`src/rtl/tsdl_pkg.sv`:
```
package tsdl_pkg;
  typedef enum logic [1:0] {
    FSEL_ALL  = 2'b00,
    FSEL_ODD  = 2'b01,
    FSEL_EVEN = 2'b10,
    FSEL_OFF  = 2'b11
  } fsel_e;

  function automatic logic frame_ok(input fsel_e sel, input logic odd);
    case (sel)
      FSEL_ALL:  frame_ok = 1'b1;
      FSEL_ODD:  frame_ok = odd;
      FSEL_EVEN: frame_ok = ~odd;
      default:   frame_ok = 1'b0;
    endcase
  endfunction
endpackage

```
`src/rtl/tsdl_pos_cnt.sv`:
```
module tsdl_pos_cnt #(
  parameter int SLOTS = 32,
  parameter int BITS  = 8,
  localparam int POS_W = $clog2(SLOTS * BITS)
) (
  input  logic             clk_i,
  input  logic             rst_ni,
  input  logic             strobe_i,
  input  logic             sync_i,
  output logic [POS_W-1:0] pos_o,
  output logic             odd_o,
  output logic             frame_start_o,
  output logic             locked_o
);
  localparam logic [POS_W-1:0] LAST = POS_W'(SLOTS * BITS - 1);

  logic [POS_W-1:0] pos_q;
  logic             odd_q, locked_q;
  logic             sync, wrap;

  assign sync = strobe_i & sync_i;
  assign wrap = strobe_i & ~sync_i & (pos_q == LAST);

  assign pos_o         = sync ? '0 : (wrap ? '0 : pos_q + 1'b1);
  assign odd_o         = sync ? 1'b0 : (wrap ? ~odd_q : odd_q);
  assign frame_start_o = sync | wrap;
  assign locked_o      = locked_q | sync;

  always_ff @(posedge clk_i or negedge rst_ni) begin
    if (!rst_ni) begin
      pos_q    <= LAST;
      odd_q    <= 1'b0;
      locked_q <= 1'b0;
    end else if (strobe_i) begin
      pos_q    <= pos_o;
      odd_q    <= odd_o;
      locked_q <= locked_o;
    end
  end
endmodule

```
`src/rtl/tsdl_cfg_shadow.sv`:
```
module tsdl_cfg_shadow
  import tsdl_pkg::*;
#(
  parameter int SLOT_W = 5,
  parameter int BITS   = 8
) (
  input  logic              clk_i,
  input  logic              rst_ni,
  input  logic              load_i,
  input  logic [1:0]        fsel_i,
  input  logic [SLOT_W-1:0] slot_i,
  input  logic [BITS-1:0]   mask_i,
  output fsel_e             eff_fsel_o,
  output logic [SLOT_W-1:0] eff_slot_o,
  output logic [BITS-1:0]   eff_mask_o,
  output fsel_e             shd_fsel_o,
  output logic [SLOT_W-1:0] shd_slot_o,
  output logic [BITS-1:0]   shd_mask_o
);
  fsel_e             fsel_q;
  logic [SLOT_W-1:0] slot_q;
  logic [BITS-1:0]   mask_q;

  // the frame-start bit itself already uses the new settings
  assign eff_fsel_o = load_i ? fsel_e'(fsel_i) : fsel_q;
  assign eff_slot_o = load_i ? slot_i : slot_q;
  assign eff_mask_o = load_i ? mask_i : mask_q;
  assign shd_fsel_o = fsel_q;
  assign shd_slot_o = slot_q;
  assign shd_mask_o = mask_q;

  always_ff @(posedge clk_i or negedge rst_ni) begin
    if (!rst_ni) begin
      fsel_q <= FSEL_OFF;
      slot_q <= '0;
      mask_q <= '0;
    end else if (load_i) begin
      fsel_q <= fsel_e'(fsel_i);
      slot_q <= slot_i;
      mask_q <= mask_i;
    end
  end
endmodule

```
`src/rtl/tsdl_select.sv`:
```
module tsdl_select
  import tsdl_pkg::*;
#(
  parameter int SLOTS = 32,
  parameter int BITS  = 8,
  localparam int POS_W  = $clog2(SLOTS * BITS),
  localparam int SLOT_W = $clog2(SLOTS),
  localparam int BIT_W  = $clog2(BITS)
) (
  input  logic              clk_i,
  input  logic              rst_ni,
  input  logic              strobe_i,
  input  logic              locked_i,
  input  logic              odd_i,
  input  logic [POS_W-1:0]  pos_i,
  input  logic              data_i,
  input  fsel_e             fsel_i,
  input  logic [SLOT_W-1:0] slot_i,
  input  logic [BITS-1:0]   mask_i,
  output logic [SLOT_W-1:0] cur_slot_o,
  output logic              data_o,
  output logic              valid_o
);
  logic [BIT_W-1:0] bit_idx;
  logic             keep;

  assign cur_slot_o = SLOT_W'(pos_i / BITS);
  assign bit_idx    = BIT_W'(pos_i % BITS);
  assign keep = strobe_i & locked_i & (cur_slot_o == slot_i)
              & mask_i[bit_idx] & frame_ok(fsel_i, odd_i);

  always_ff @(posedge clk_i or negedge rst_ni) begin
    if (!rst_ni) begin
      valid_o <= 1'b0;
      data_o  <= 1'b0;
    end else begin
      valid_o <= keep;
      if (keep) data_o <= data_i;
    end
  end
endmodule

```
`src/rtl/tsdl_extract.sv`:
```
module tsdl_extract
  import tsdl_pkg::*;
#(
  parameter int SLOTS = 32,
  parameter int BITS  = 8,
  localparam int POS_W  = $clog2(SLOTS * BITS),
  localparam int SLOT_W = $clog2(SLOTS)
) (
  input  logic              clk_i,
  input  logic              rst_ni,
  input  logic              rx_data_i,
  input  logic              bit_strobe_i,
  input  logic              frame_sync_i,
  input  logic [1:0]        cfg_frame_sel_i,
  input  logic [SLOT_W-1:0] cfg_slot_i,
  input  logic [BITS-1:0]   cfg_bit_en_i,
  output logic              dl_data_o,
  output logic              dl_valid_o
);
  logic [POS_W-1:0]  cur_pos;
  logic              cur_odd, frame_start, locked;
  fsel_e             eff_fsel, shd_fsel;
  logic [SLOT_W-1:0] eff_slot, shd_slot, cur_slot;
  logic [BITS-1:0]   eff_mask, shd_mask;

  tsdl_pos_cnt #(.SLOTS(SLOTS), .BITS(BITS)) u_pos (
    .clk_i, .rst_ni,
    .strobe_i      (bit_strobe_i),
    .sync_i        (frame_sync_i),
    .pos_o         (cur_pos),
    .odd_o         (cur_odd),
    .frame_start_o (frame_start),
    .locked_o      (locked)
  );

  tsdl_cfg_shadow #(.SLOT_W(SLOT_W), .BITS(BITS)) u_cfg (
    .clk_i, .rst_ni,
    .load_i     (frame_start),
    .fsel_i     (cfg_frame_sel_i),
    .slot_i     (cfg_slot_i),
    .mask_i     (cfg_bit_en_i),
    .eff_fsel_o (eff_fsel),
    .eff_slot_o (eff_slot),
    .eff_mask_o (eff_mask),
    .shd_fsel_o (shd_fsel),
    .shd_slot_o (shd_slot),
    .shd_mask_o (shd_mask)
  );

  tsdl_select #(.SLOTS(SLOTS), .BITS(BITS)) u_sel (
    .clk_i, .rst_ni,
    .strobe_i   (bit_strobe_i),
    .locked_i   (locked),
    .odd_i      (cur_odd),
    .pos_i      (cur_pos),
    .data_i     (rx_data_i),
    .fsel_i     (eff_fsel),
    .slot_i     (eff_slot),
    .mask_i     (eff_mask),
    .cur_slot_o (cur_slot),
    .data_o     (dl_data_o),
    .valid_o    (dl_valid_o)
  );
endmodule

```
`config.mk`:
```
export PLATFORM = sky130hd
export DESIGN_NAME = tsdl_extract
export DESIGN_NICKNAME = d
export VERILOG_FILES = /design/src/rtl/tsdl_pkg.sv /design/src/rtl/tsdl_pos_cnt.sv /design/src/rtl/tsdl_cfg_shadow.sv /design/src/rtl/tsdl_select.sv /design/src/rtl/tsdl_extract.sv
export SDC_FILE = /design/constraint.sdc
export NUM_CORES = 1
export LEC_CHECK = 0
export ABC_AREA = 1
export CAP_MARGIN = 10
export CORE_AREA = 2 2 58 60
export DETAILED_ROUTE_END_ITERATION = 8
export DIE_AREA = 0 0 60 62
export DONT_BUFFER_PORTS = 1
export GPL_TIMING_DRIVEN = 0
export PLACE_DENSITY = 0.68
export SETUP_SLACK_MARGIN = 0.2
export SLEW_MARGIN = 10
export SYNTH_ARGS = -nofsm -noshare
export SYNTH_HDL_FRONTEND = slang
export SYNTH_SLANG_ARGS = --single-unit
```
`constraint.sdc`:
```
create_clock -name clk_i -period 4.38 [get_ports clk_i]
set_input_delay 1.314 -clock clk_i [delete_from_list [all_inputs] [get_ports clk_i]]
set_output_delay 1.314 -clock clk_i [all_outputs]
set_load 0.01 [all_outputs]
```
==> impl_results.md, run 1 <==
* Result of the run: complete, no violations
* DRC violation total after the first TritonRoute iteration at 83
* Ratio of routed vias to standard cells at 4.88
* Average cell area after synthesis at 7.18 um2
* Final weighted congestion in routability-driven placement at 0.815
* Number of cell rows at 21
* Peak VDD IR at 0.000189 V
* Endpoint of the most critical register-to-register path: u_sel.data_o$_DFFE_PN0P_
* Ports placed on the boundary at 22
* DIE AREA at 3720 um2
* Final Hold Fails at 0
* Warnings from Yosys at 0
* Gr ovfl total at 0
* Final count of negative-setup-slack endpoints at 0
* Worst path required time at 4.63 ns
* Number of iterations in the first detailed-routing pass at 6
* Worst slack on hold paths at 0.473 ns
* Count of H-tree levels built during CTS at 1
* Mapped Nets at 248
* Post-CTS clock slew at the launch and capture registers of the worst setup and hold paths at 0.15 ns
* Global routing usage on met3 at 3.11%
* WP data arrival at 2.87 ns
* TritonCTS sink count at 27
* Critical path endpoint: u_sel.data_o$_DFFE_PN0P_
* Fraction of final layout cells sized beyond drive strength 1 at 11.7%
* CTS-repair resized insts at 0
* Largest net degree at the start of global routing at 28
* R2R depth at 14
* Via count of the first global-routing pass at 1,261
* Slew of the pin with the lowest slew margin at 0.525 ns
* Estimated wirelength of the detail-placed design at 2.51 mm
* Max Fanout on Critical Path at 10
* Setup slack after placement at 1.39 ns
* M1 GR Usage at 31.2%
* Count of antenna diodes in the layout at 0
* Leakage at 0.908 nW
* Clock root buffer master: sky130_fd_sc_hd__clkbuf_4
* Max clock buf depth at 2
* Die H at 62 um
* Post-route fraction of the period consumed by the critical path at 59.8%
* Launch point of the worst path: frame_sync_i
* Synth-to-layout area growth at 5.15%
* Final routed wire length divided by cell count at 12.5 um
* Total of flip-flops plus latches after synthesis at 27
* Number of standard cells after synthesis at 227
* Setup repair after global routing missed its margin: false
* CTS buffer count at 3
* Overall die width at 60 um
* Setup clock skew after layout at 0.00879 ns
* Number of remaining DRC errors at 0
* Number of buffers inserted by port buffering at 0
* Setup Crit Path Kind: input port to flip-flop
* Proportion of synthesized chip area in sequential cells at 42.2%
* Setup TNS Final at 0 ns
* Maximum achievable frequency at 382 MHz
* Type of the worst min-delay path: flip-flop to flip-flop
* CTS tree: built
* First-pass GRT wire length at 5.87 mm
* Clock insertion delay at the later pin of the skew report at 0.33 ns
* Post-CTS setup buffers at 0
* Drt total wl at 3.47 mm
* Core region area at 3180 um2
* R2R Setup Slk at 2.16 ns
* Cell area after technology mapping at 1630 um2
* Worst setup slack after layout at 1.76 ns
* Busiest metal layer after global routing: met2
* Worst reg2reg startpoint: u_pos.pos_q[0]$_DFFE_PN1P_
* Antenna violations before repair at 0
* MaxCap Viol Count at 0
* Pwr dens at 322 nW/um2
* Distinct cells, synth at 25
* Layout Utilization at 53.9%
* Fin. max-slew vios at 0
* Vias after detailed routing at 1,352
* Worst rel slew slack at 65.0%
* Crit end category: flip-flop
* Time the final worst path needs with I/O delays and setup at 2.62 ns
* Post-layout net count at 253
* Post-route ant nets at 0
* Number of buffers inserted by hold repair at cts at 0
* Global-route track usage on met2 at 32.8%
* Global-route total usage across every layer at 21.5%
* Initial Util at 51.2%
* Critical path startpoint category: input port
power by group:
group	switching (W)	leakage, nW	internal (W)
combinational	0.0000812	0.586	0.0000511
sequential	0.0000213	0.308	0.000287
clock	0.0000763	0.0150	0.0000357
total	0.000179	0.908	0.000373
worst max-delay path, cell delays in order:
cell	delay, ns
sky130_fd_sc_hd__nand2_2	0.21
sky130_fd_sc_hd__clkbuf_1	0.46
sky130_fd_sc_hd__nand3_1	0.21
sky130_fd_sc_hd__nand3_1	0.14
sky130_fd_sc_hd__nand2_1	0.06
sky130_fd_sc_hd__nor2_1	0.08
sky130_fd_sc_hd__nand2_1	0.07
sky130_fd_sc_hd__nor2_2	0.12
sky130_fd_sc_hd__nand2_1	0.08
sky130_fd_sc_hd__nand2_1	0.06
sky130_fd_sc_hd__nand2_1	0.04
cells in the final DEF (no fill, tap or decap), drive strengths merged:
cell | netlist | final
nand2 | 92 | 92
inv | 31 | 31
nand3 | 27 | 27
dfrtp | 17 | 17
nor2 | 13 | 13
dfstp | 10 | 10
o21ai | 8 | 8
clkbuf | 3 | 7
nand4 | 6 | 6
nand3b | 6 | 6
and2 | 4 | 4
buf | 3 | 3
o21bai | 2 | 2
a21oi | 2 | 2
or2 | 1 | 1
a21o | 1 | 1
ha | 1 | 1
worst min path at each step:
stage / start / to / slack, ns / depth (start not counted)
3_3_place_gp: u_pos.locked_q$_DFFE_PN0P_ / u_pos.locked_q$_DFFE_PN0P_ / 0.44 / 2
2_1_floorplan: u_pos.locked_q$_DFFE_PN0P_ / u_pos.locked_q$_DFFE_PN0P_ / 0.42 / 2
4_1_cts: u_pos.locked_q$_DFFE_PN0P_ / u_pos.locked_q$_DFFE_PN0P_ / 0.48 / 2
5_1_grt: u_pos.locked_q$_DFFE_PN0P_ / u_pos.locked_q$_DFFE_PN0P_ / 0.50 / 2
3_5_place_dp: u_pos.locked_q$_DFFE_PN0P_ / u_pos.locked_q$_DFFE_PN0P_ / 0.44 / 2
6_report: u_pos.locked_q$_DFFE_PN0P_ / u_pos.locked_q$_DFFE_PN0P_ / 0.47 / 2
flip-flops by register name, indices dropped and copies added (netlist names):
register / flops
u_pos.odd_q: 1
u_cfg.shd_fsel_o: 2
u_pos.pos_q: 8
u_cfg.shd_mask_o: 8
u_sel.valid_o: 1
u_sel.data_o: 1
u_pos.locked_q: 1
u_cfg.shd_slot_o: 5
layout make-up:
cell class                 instances  area [um2]
tap                               46        57.6
inverter                          31         116
sequential                        27         688
multi-input combinational        163         782
buffer                             6        42.5
clock buffer                       4        26.3
fill                             334        1470
per-layer routing:
metal,share of wire [%],vias to the layer above
li1,-,719
met1,50,603
met2,46,26
met3,2.6,4
met4,1.5,0
met5,0,-
stage by stage:
step	instance area [um2]	instances	total power (W)
floorplan	1630	227	0.000415
global placement	1690	273	0.000442
detailed placement	1690	273	0.000445
CTS	1710	277	0.000560
global route	1710	277	0.000595
finish	1710	277	0.000552
cell families (layout without fill, tap and decap cells):
| group | count (synthesis) | in the layout | synth area share, % |
|---|---|---|---|
| AOI/OAI and AO/OA | 13 | 13 | 4.45 |
| DFF | 27 | 27 | 42.2 |
| and+or+nand+nor | 149 | 149 | 42.8 |
| adders and majority gates | 1 | 1 | 0.768 |
| buffers and inverters | 37 | 41 | 9.75 |
cells in the mapped netlist, drive strengths merged:
library cell	count	area share, %
nand4	6	2.3
dfstp	10	16
a21oi	2	0.61
buf	3	1.9
o21bai	2	0.92
o21ai	8	2.5
or2	1	0.38
nand3b	6	3.0
nand3	27	9.2
nand2	92	23
and2	4	1.5
nor2	13	3.6
clkbuf	3	0.69
inv	31	7.1
ha	1	0.77
a21o	1	0.46
dfrtp	17	26
No activity file was read; power rests on OpenSTA's default activity.
==> run 2: changes to the inputs <==
--- a/config.mk
+++ b/config.mk
@@ -12,7 +12,7 @@
 export DIE_AREA = 0 0 60 62
 export DONT_BUFFER_PORTS = 1
 export GPL_TIMING_DRIVEN = 0
-export PLACE_DENSITY = 0.68
+export PLACE_DENSITY = 0.71
 export SETUP_SLACK_MARGIN = 0.2
 export SLEW_MARGIN = 10
 export SYNTH_ARGS = -nofsm -noshare
==> constraint.sdc (replaced) <==
create_clock -name clk_i -period 2.1 [get_ports clk_i]
set_input_delay 0.63 -clock clk_i [delete_from_list [all_inputs] [get_ports clk_i]]
set_output_delay 0.63 -clock clk_i [all_outputs]
set_load 0.01 [all_outputs]
==> run 2 against run 1 <==
Net effect: sequential power rose by 110%; critical path depth grew 4; clock power increased by 120%; wire length is 14% higher; combinational power grew to 2.7 times the previous value; flip-flop and latch count is the same; clock skew rose by 0.0026 ns; critical endpoint unchanged.
==> impl_results.md, run 2 (same netlist as run 1, synthesis figures left out) <==
* Result of the run: complete, no violations
* Drt total wl at 3.95 mm
* Post-layout net count at 269
* Ratio of routed vias to standard cells at 5.07
* Crit end category: flip-flop
* MaxCap Viol Count at 0
* Post-route ant nets at 0
* Ports placed on the boundary at 22
* Via count of the first global-routing pass at 1,451
* R2R depth at 15
* Estimated wirelength of the detail-placed design at 2.53 mm
* Pwr dens at 636 nW/um2
* Count of H-tree levels built during CTS at 1
* Highest-count cells in the layout ignoring fill and taps: sky130_fd_sc_hd__nand2_1 (80), sky130_fd_sc_hd__inv_1 (30), sky130_fd_sc_hd__nand3_1 (21)
* Worst setup slack after layout at 0.0625 ns
* Vias after detailed routing at 1,485
* Die H at 62 um
* Leakage at 1.02 nW
* CTS buffer count at 3
* Post-route standard cell area excluding fillers at 1950 um2
* Final count of negative-setup-slack endpoints at 0
* Post-CTS clock slew at the launch and capture registers of the worst setup and hold paths at 0.16 ns
* Number of cell rows at 21
* Peak VDD IR at 0.000333 V
* Number of iterations in the first detailed-routing pass at 4
* DIE AREA at 3720 um2
* Setup clock skew after layout at 0.0114 ns
* Core region area at 3180 um2
* Number of remaining DRC errors at 0
* WP data arrival at 2.30 ns
* Fraction of final layout cells sized beyond drive strength 1 at 23.5%
* Final routed wire length divided by cell count at 13.5 um
* Max clock buf depth at 2
* Setup Crit Path Kind: flip-flop to flip-flop
* R2R Setup Slk at 0.06 ns
* Slew of the pin with the lowest slew margin at 0.889 ns
* Most common cell after layout, fill and taps aside: sky130_fd_sc_hd__nand2_1
* Critical path endpoint: u_sel.data_o$_DFFE_PN0P_
* Max Fanout on Critical Path at 5
* CTS tree: built
* Initial Util at 51.2%
* Worst rel slew slack at 40.6%
* Worst path required time at 2.36 ns
* Overall die width at 60 um
* First-pass GRT wire length at 6.36 mm
* DRC violation total after the first TritonRoute iteration at 66
* Global-route total usage across every layer at 23.2%
* Total power after layout at 0.00124 W
* Time the final worst path needs with I/O delays and setup at 2.04 ns
* Largest net degree at the start of global routing at 18
* Clock root buffer master: sky130_fd_sc_hd__clkbuf_4
* Total placed instance area at 1710 um2
* Final Hold Fails at 0
* Setup slack after placement at -0.161 ns
* Post-route fraction of the period consumed by the critical path at 97.0%
* Fin. max-slew vios at 0
* Endpoint of the most critical register-to-register path: u_sel.data_o$_DFFE_PN0P_
* Setup repair after global routing missed its margin: true
* Worst reg2reg startpoint: u_pos.pos_q[1]$_DFFE_PN1P_
* Launch point of the worst path: u_pos.pos_q[1]$_DFFE_PN1P_
* Count of antenna diodes in the layout at 0
* Setup TNS Final at 0 ns
* Maximum achievable frequency at 491 MHz
* Gr ovfl total at 0
* Critical path startpoint category: flip-flop
* Synth-to-layout area growth at 19.7%
* Clock insertion delay at the later pin of the skew report at 0.34 ns
* Type of the worst min-delay path: input port to asynchronous set/reset pin
* TritonCTS sink count at 27
* Antenna violations before repair at 0
* Final weighted congestion in routability-driven placement at 0.792
* Number of buffers inserted by port buffering at 0
-- run 2: cell count changes in the layout (fill, tap and decap cells not counted), sizes merged --
cell / delta
clkinv: +1
dlygate4sd3: +1
buf: +14
-- run 2: worst max-delay path: stages (launching register included) --
cell and delay [ns]:
sky130_fd_sc_hd__dfstp_2 0.59, sky130_fd_sc_hd__ha_4 0.15, sky130_fd_sc_hd__nand3_4 0.09, sky130_fd_sc_hd__nor2_4 0.13, sky130_fd_sc_hd__nand2_4 0.12, sky130_fd_sc_hd__buf_8 0.16
sky130_fd_sc_hd__nand3b_4 0.07, sky130_fd_sc_hd__nand2_2 0.06, sky130_fd_sc_hd__nand2_1 0.05, sky130_fd_sc_hd__nand2_1 0.05, sky130_fd_sc_hd__nor2_1 0.11, sky130_fd_sc_hd__nand2_1 0.08
sky130_fd_sc_hd__nor2_2 0.14, sky130_fd_sc_hd__nand2_2 0.07, sky130_fd_sc_hd__nand2_1 0.05, sky130_fd_sc_hd__nand2_1 0.04
-- run 2: what timing repair did --
| action | in CTS | in global routing |
|---|---|---|
| resized for setup | 3 | 15 |
| endpoints found under the hold margin | 17 | 0 |
| pin swaps | 3 | 0 |
| hold buffers | 1 | 0 |
| buffers inserted | 12 | 2 |
| gates cloned | 0 | 1 |
| endpoints found under the setup margin | 2 | 2 |
-- run 2: area by class of cell --
| class | instances | area (um2) |
|---|---|---|
| plain buffers | 6 | 48.8 |
| multi-input cells | 163 | 860 |
| clock buffers | 3 | 22.5 |
| well taps | 46 | 57.6 |
| flip-flops and latches | 27 | 688 |
| repair buffers | 16 | 153 |
| clock inverters | 1 | 5.00 |
| fillers | 309 | 1230 |
| inverters | 31 | 116 |
-- run 2: power breakdown --
part	switching [W]	internal [W]	total (W)
Sequential	0.0000481	0.000598	0.000646
Combinational	0.000203	0.000150	0.000353
Clock	0.000170	0.0000718	0.000242
-- run 2: how the worst min path moves through the flow --
| stage | cells past startpoint | from | endpoint |
|---|---|---|---|
| 2_1_floorplan | 0 | rst_ni | u_cfg.shd_mask_o[0]$_DFF_PN0_ |
| 3_3_place_gp | 0 | rst_ni | u_pos.locked_q$_DFFE_PN0P_ |
| 3_5_place_dp | 0 | rst_ni | u_pos.locked_q$_DFFE_PN0P_ |
| 4_1_cts | 0 | rst_ni | u_cfg.shd_fsel_o[1]$_DFF_PN1_ |
| 5_1_grt | 0 | rst_ni | u_cfg.shd_fsel_o[1]$_DFF_PN1_ |
| 6_report | 0 | rst_ni | u_cfg.shd_fsel_o[0]$_DFF_PN1_ |
-- run 2: layer usage --
metal | GRT usage [%] | up-vias | routed length, um
met2 | 40.2 | 40 | 1920
met5 | 0 | - | 0
met4 | 8.25 | 0 | 48
li1 | - | 748 | -
met1 | 29.2 | 690 | 1780
met3 | 4.14 | 7 | 197
-- run 2: stage by stage --
step | instances | hold WS (ns) | utilization (%)
after floorplan | 227 | 0.334 | -
after global placement | 273 | 0.336 | 53.8
after detailed placement | 273 | 0.336 | 53.8
after CTS | 290 | 0.0983 | 58.6
after global routing | 293 | 0.0819 | 61.4
final | 293 | 0.0961 | 61.4
==> run 3: changes to the inputs <==
--- a/config.mk
+++ b/config.mk
@@ -5,9 +5,9 @@
 export SDC_FILE = /design/constraint.sdc
 export NUM_CORES = 1
 export LEC_CHECK = 0
-export ABC_AREA = 1
 export CAP_MARGIN = 10
 export CORE_AREA = 2 2 58 60
+export CTS_CLUSTER_DIAMETER = 60
 export DETAILED_ROUTE_END_ITERATION = 8
 export DIE_AREA = 0 0 60 62
 export DONT_BUFFER_PORTS = 1
==> run 3 against run 2 <==
Net effect: total power grew 11%; sequential power grew 1%; wire length shrank 5.0%; via count shrank 7.2%; hold slack gained 0.017 ns; largest power group unchanged; final cell count shrank 17%; largest cell class unchanged; combinational power grew 40%; area after synthesis shrank 0.15%; clock power shrank 5%; the flow now finishes with violations (setup timing); worst setup slack lost 0.44 ns.
==> impl_results.md, run 3 <==
* Result of the run: complete, but fails checks
* Violated checks: setup timing
* CTS buffer count at 3
* Fin. max-slew vios at 0
* Count of H-tree levels built during CTS at 1
* Number of buffers inserted by port buffering at 0
* Final routed wire length divided by cell count at 15.5 um
* Warnings from Yosys at 0
* MaxCap Viol Count at 0
* Top cell types by occurrence after synthesis: sky130_fd_sc_hd__nand2_1 (61), sky130_fd_sc_hd__dfrtp_1 (17), sky130_fd_sc_hd__dfstp_2 (10), sky130_fd_sc_hd__xnor2_1 (7)
* Layout Utilization at 59.9%
* Post-CTS clock slew at the launch and capture registers of the worst setup and hold paths at 0.14 ns
* Pwr dens at 725 nW/um2
* Number of iterations in the first detailed-routing pass at 4
* Drt total wl at 3.76 mm
* Endpoint of the most critical register-to-register path: u_sel.data_o$_DFFE_PN0P_
* Critical path endpoint: u_sel.data_o$_DFFE_PN0P_
* EDFF count, synth at 0
* Core region area at 3180 um2
* Max clock buf depth at 2
* Cell area after technology mapping at 1630 um2
* Number of standard cells after synthesis at 182
* Via count of the first global-routing pass at 1,296
* Post-route ant nets at 0
* Number of cell rows at 21
* Post-route fraction of the period consumed by the critical path at 118%
* Distinct cells, synth at 45
* Count of antenna diodes in the layout at 0
* Maximum achievable frequency at 404 MHz
* DRC violation total after the first TritonRoute iteration at 66
* Ports placed on the boundary at 22
* Antenna violations before repair at 0
* Largest cells by area after synthesis: sky130_fd_sc_hd__dfrtp_1 (26%), sky130_fd_sc_hd__dfstp_2 (16%), sky130_fd_sc_hd__nand2_1 (14%)
* Peak VDD IR at 0.000368 V
* Max Fanout on Critical Path at 5
* Highest-count cells in the layout ignoring fill and taps: sky130_fd_sc_hd__nand2_1 (60), sky130_fd_sc_hd__dfrtp_1 (17), sky130_fd_sc_hd__buf_4 (10), sky130_fd_sc_hd__dfstp_2 (10)
* Filler cell count in the final layout at 273
* Average cell area after synthesis at 8.94 um2
* Time the final worst path needs with I/O delays and setup at 2.47 ns
* Worst slack on hold paths at 0.113 ns
* Gr ovfl total at 0
* Most common flop cell mapped by yosys: sky130_fd_sc_hd__dfrtp_1
* Setup repair after global routing missed its margin: true
* Worst reg2reg startpoint: u_pos.pos_q[0]$_DFFE_PN1P_
* R2R depth at 8
* Fraction of final layout cells sized beyond drive strength 1 at 26.9%
* Slew of the pin with the lowest slew margin at 0.776 ns
* Setup Crit Path Kind: flip-flop to flip-flop
* Most common cell after layout, fill and taps aside: sky130_fd_sc_hd__nand2_1
* Synth-to-layout area growth at 17.0%
* Worst path required time at 2.34 ns
* DIE AREA at 3720 um2
* Worst rel slew slack at 48.1%
* Number of remaining DRC errors at 0
* First-pass GRT wire length at 6.02 mm
* Vias after detailed routing at 1,378
* Mapped Nets at 203
* Clock insertion delay at the later pin of the skew report at 0.33 ns
* Post-layout net count at 219
* Final Hold Fails at 0
* Top cell type by total area after synthesis: sky130_fd_sc_hd__dfrtp_1
* Total of flip-flops plus latches after synthesis at 27
* Worst setup slack after layout at -0.375 ns
* Area share of the largest cell type after synthesis at 26.2%
* Clock root buffer master: sky130_fd_sc_hd__clkbuf_4
* Total placed instance area at 1730 um2
* Initial Util at 51.2%
* Largest net degree at the start of global routing at 18
* Crit end category: flip-flop
* Setup clock skew after layout at 0.00306 ns
* Type of the worst min-delay path: input port to asynchronous set/reset pin
* Ratio of routed vias to standard cells at 5.67
* WP data arrival at 2.71 ns
* Proportion of synthesized chip area in sequential cells at 42.3%
* Global-route total usage across every layer at 22.5%
* CTS tree: built
* TritonCTS sink count at 27
* Estimated wirelength of the detail-placed design at 2.67 mm
* Share of synthesized flip-flops with an asynchronous set or reset at 100%
* Final count of negative-setup-slack endpoints at 2
* R2R Setup Slk at -0.37 ns
* Post-route standard cell area excluding fillers at 1900 um2
* Critical path startpoint category: flip-flop
* Overall die width at 60 um
* Library cell with the highest instance count after synthesis: sky130_fd_sc_hd__nand2_1
* Final weighted congestion in routability-driven placement at 0.889
* Launch point of the worst path: u_pos.pos_q[0]$_DFFE_PN1P_
* Die H at 62 um
* Leakage at 0.827 nW
-- run 3: changes by cell type in the layout (fill, tap and decap cells not counted), moves of 5 or more --
cell / delta
sky130_fd_sc_hd__nand2_1: -20
sky130_fd_sc_hd__nand3b_1: -5
sky130_fd_sc_hd__inv_1: -25
sky130_fd_sc_hd__nand4_1: -6
sky130_fd_sc_hd__mux2i_1: +6
sky130_fd_sc_hd__nand2_2: -8
sky130_fd_sc_hd__nand3_1: -20
sky130_fd_sc_hd__xnor2_1: +6
-- run 3: timing repair --
action	4_1_cts	5_1_grt
gates cloned	0	0
buffers inserted	7	3
endpoints found under the setup margin	14	12
hold buffers	1	0
hold endpoints to repair	17	0
resized for setup	8	11
pin swaps	5	2
-- run 3: critical path, stage by stage, from the launching register on --
cell	delay, ns
sky130_fd_sc_hd__dfstp_2	0.58
sky130_fd_sc_hd__ha_4	0.13
sky130_fd_sc_hd__buf_6	0.12
sky130_fd_sc_hd__nand4b_4	0.15
sky130_fd_sc_hd__o31ai_4	0.24
sky130_fd_sc_hd__nor3_2	0.08
sky130_fd_sc_hd__a2111o_1	0.43
sky130_fd_sc_hd__nor4_4	0.33
sky130_fd_sc_hd__mux2_4	0.33
-- run 3: how the worst min path moves through the flow --
stage | slack, ns | from | to
3_5_place_dp | 0.34 | rst_ni | u_sel.valid_o$_DFF_PN0_
5_1_grt | 0.09 | rst_ni | u_pos.pos_q[4]$_DFFE_PN1P_
6_report | 0.11 | rst_ni | u_pos.pos_q[4]$_DFFE_PN1P_
2_1_floorplan | 0.33 | rst_ni | u_cfg.shd_mask_o[0]$_DFF_PN0_
3_3_place_gp | 0.34 | rst_ni | u_sel.valid_o$_DFF_PN0_
4_1_cts | 0.10 | rst_ni | u_pos.pos_q[4]$_DFFE_PN1P_
-- run 3: layout make-up --
cell class                 count  area (um2)  area share (%)
inverter                       6        22.5            1.18
tap                           46        57.6            3.02
clock buffer                   4        26.3            1.38
sequential                    27         688            36.2
multi-input combinational    139         943            49.6
buffer                        10        76.3            4.01
timing repair buffer          11        88.8            4.67
-- run 3: cells by family (layout without fill, tap and decap cells) --
group	after synthesis	in the layout	synth area share (%)
XOR/XNOR	9	9	4.85
adder cells (fa/ha/maj)	1	1	0.769
multiplexers	10	10	6.46
buffers and inverters	16	31	4.38
AND/OR/NAND/NOR	87	87	25.9
flip-flops	27	27	42.3
AO/OA/AOI/OAI	32	32	15.3
-- run 3: through the flow --
stage	cells	setup TNS (ns)	total power (W)	setup slack, ns
floorplan	182	-0.275	0.00101	-0.275
global placement	228	-0.651	0.00108	-0.491
detailed placement	228	-1.43	0.00109	-0.586
CTS	240	-0.406	0.00137	-0.367
global route	243	-0.598	0.00146	-0.464
finish	243	-0.416	0.00138	-0.375
-- run 3: routing by layer --
metal / up-vias / GRT usage (%) / part of all wire, %
met5: - / 0 / 0
met4: 0 / 11.1 / 1.9
met3: 5 / 3.52 / 5.2
met2: 40 / 36.6 / 50
met1: 668 / 29.2 / 43
li1: 665 / - / -
-- run 3: where the power goes --
group / leakage [nW] / switching (W) / internal [W]
clock network: 0.0150 / 0.000156 / 0.0000747
registers: 0.315 / 0.0000440 / 0.000611
logic: 0.497 / 0.000267 / 0.000228
total: 0.827 / 0.000467 / 0.000914
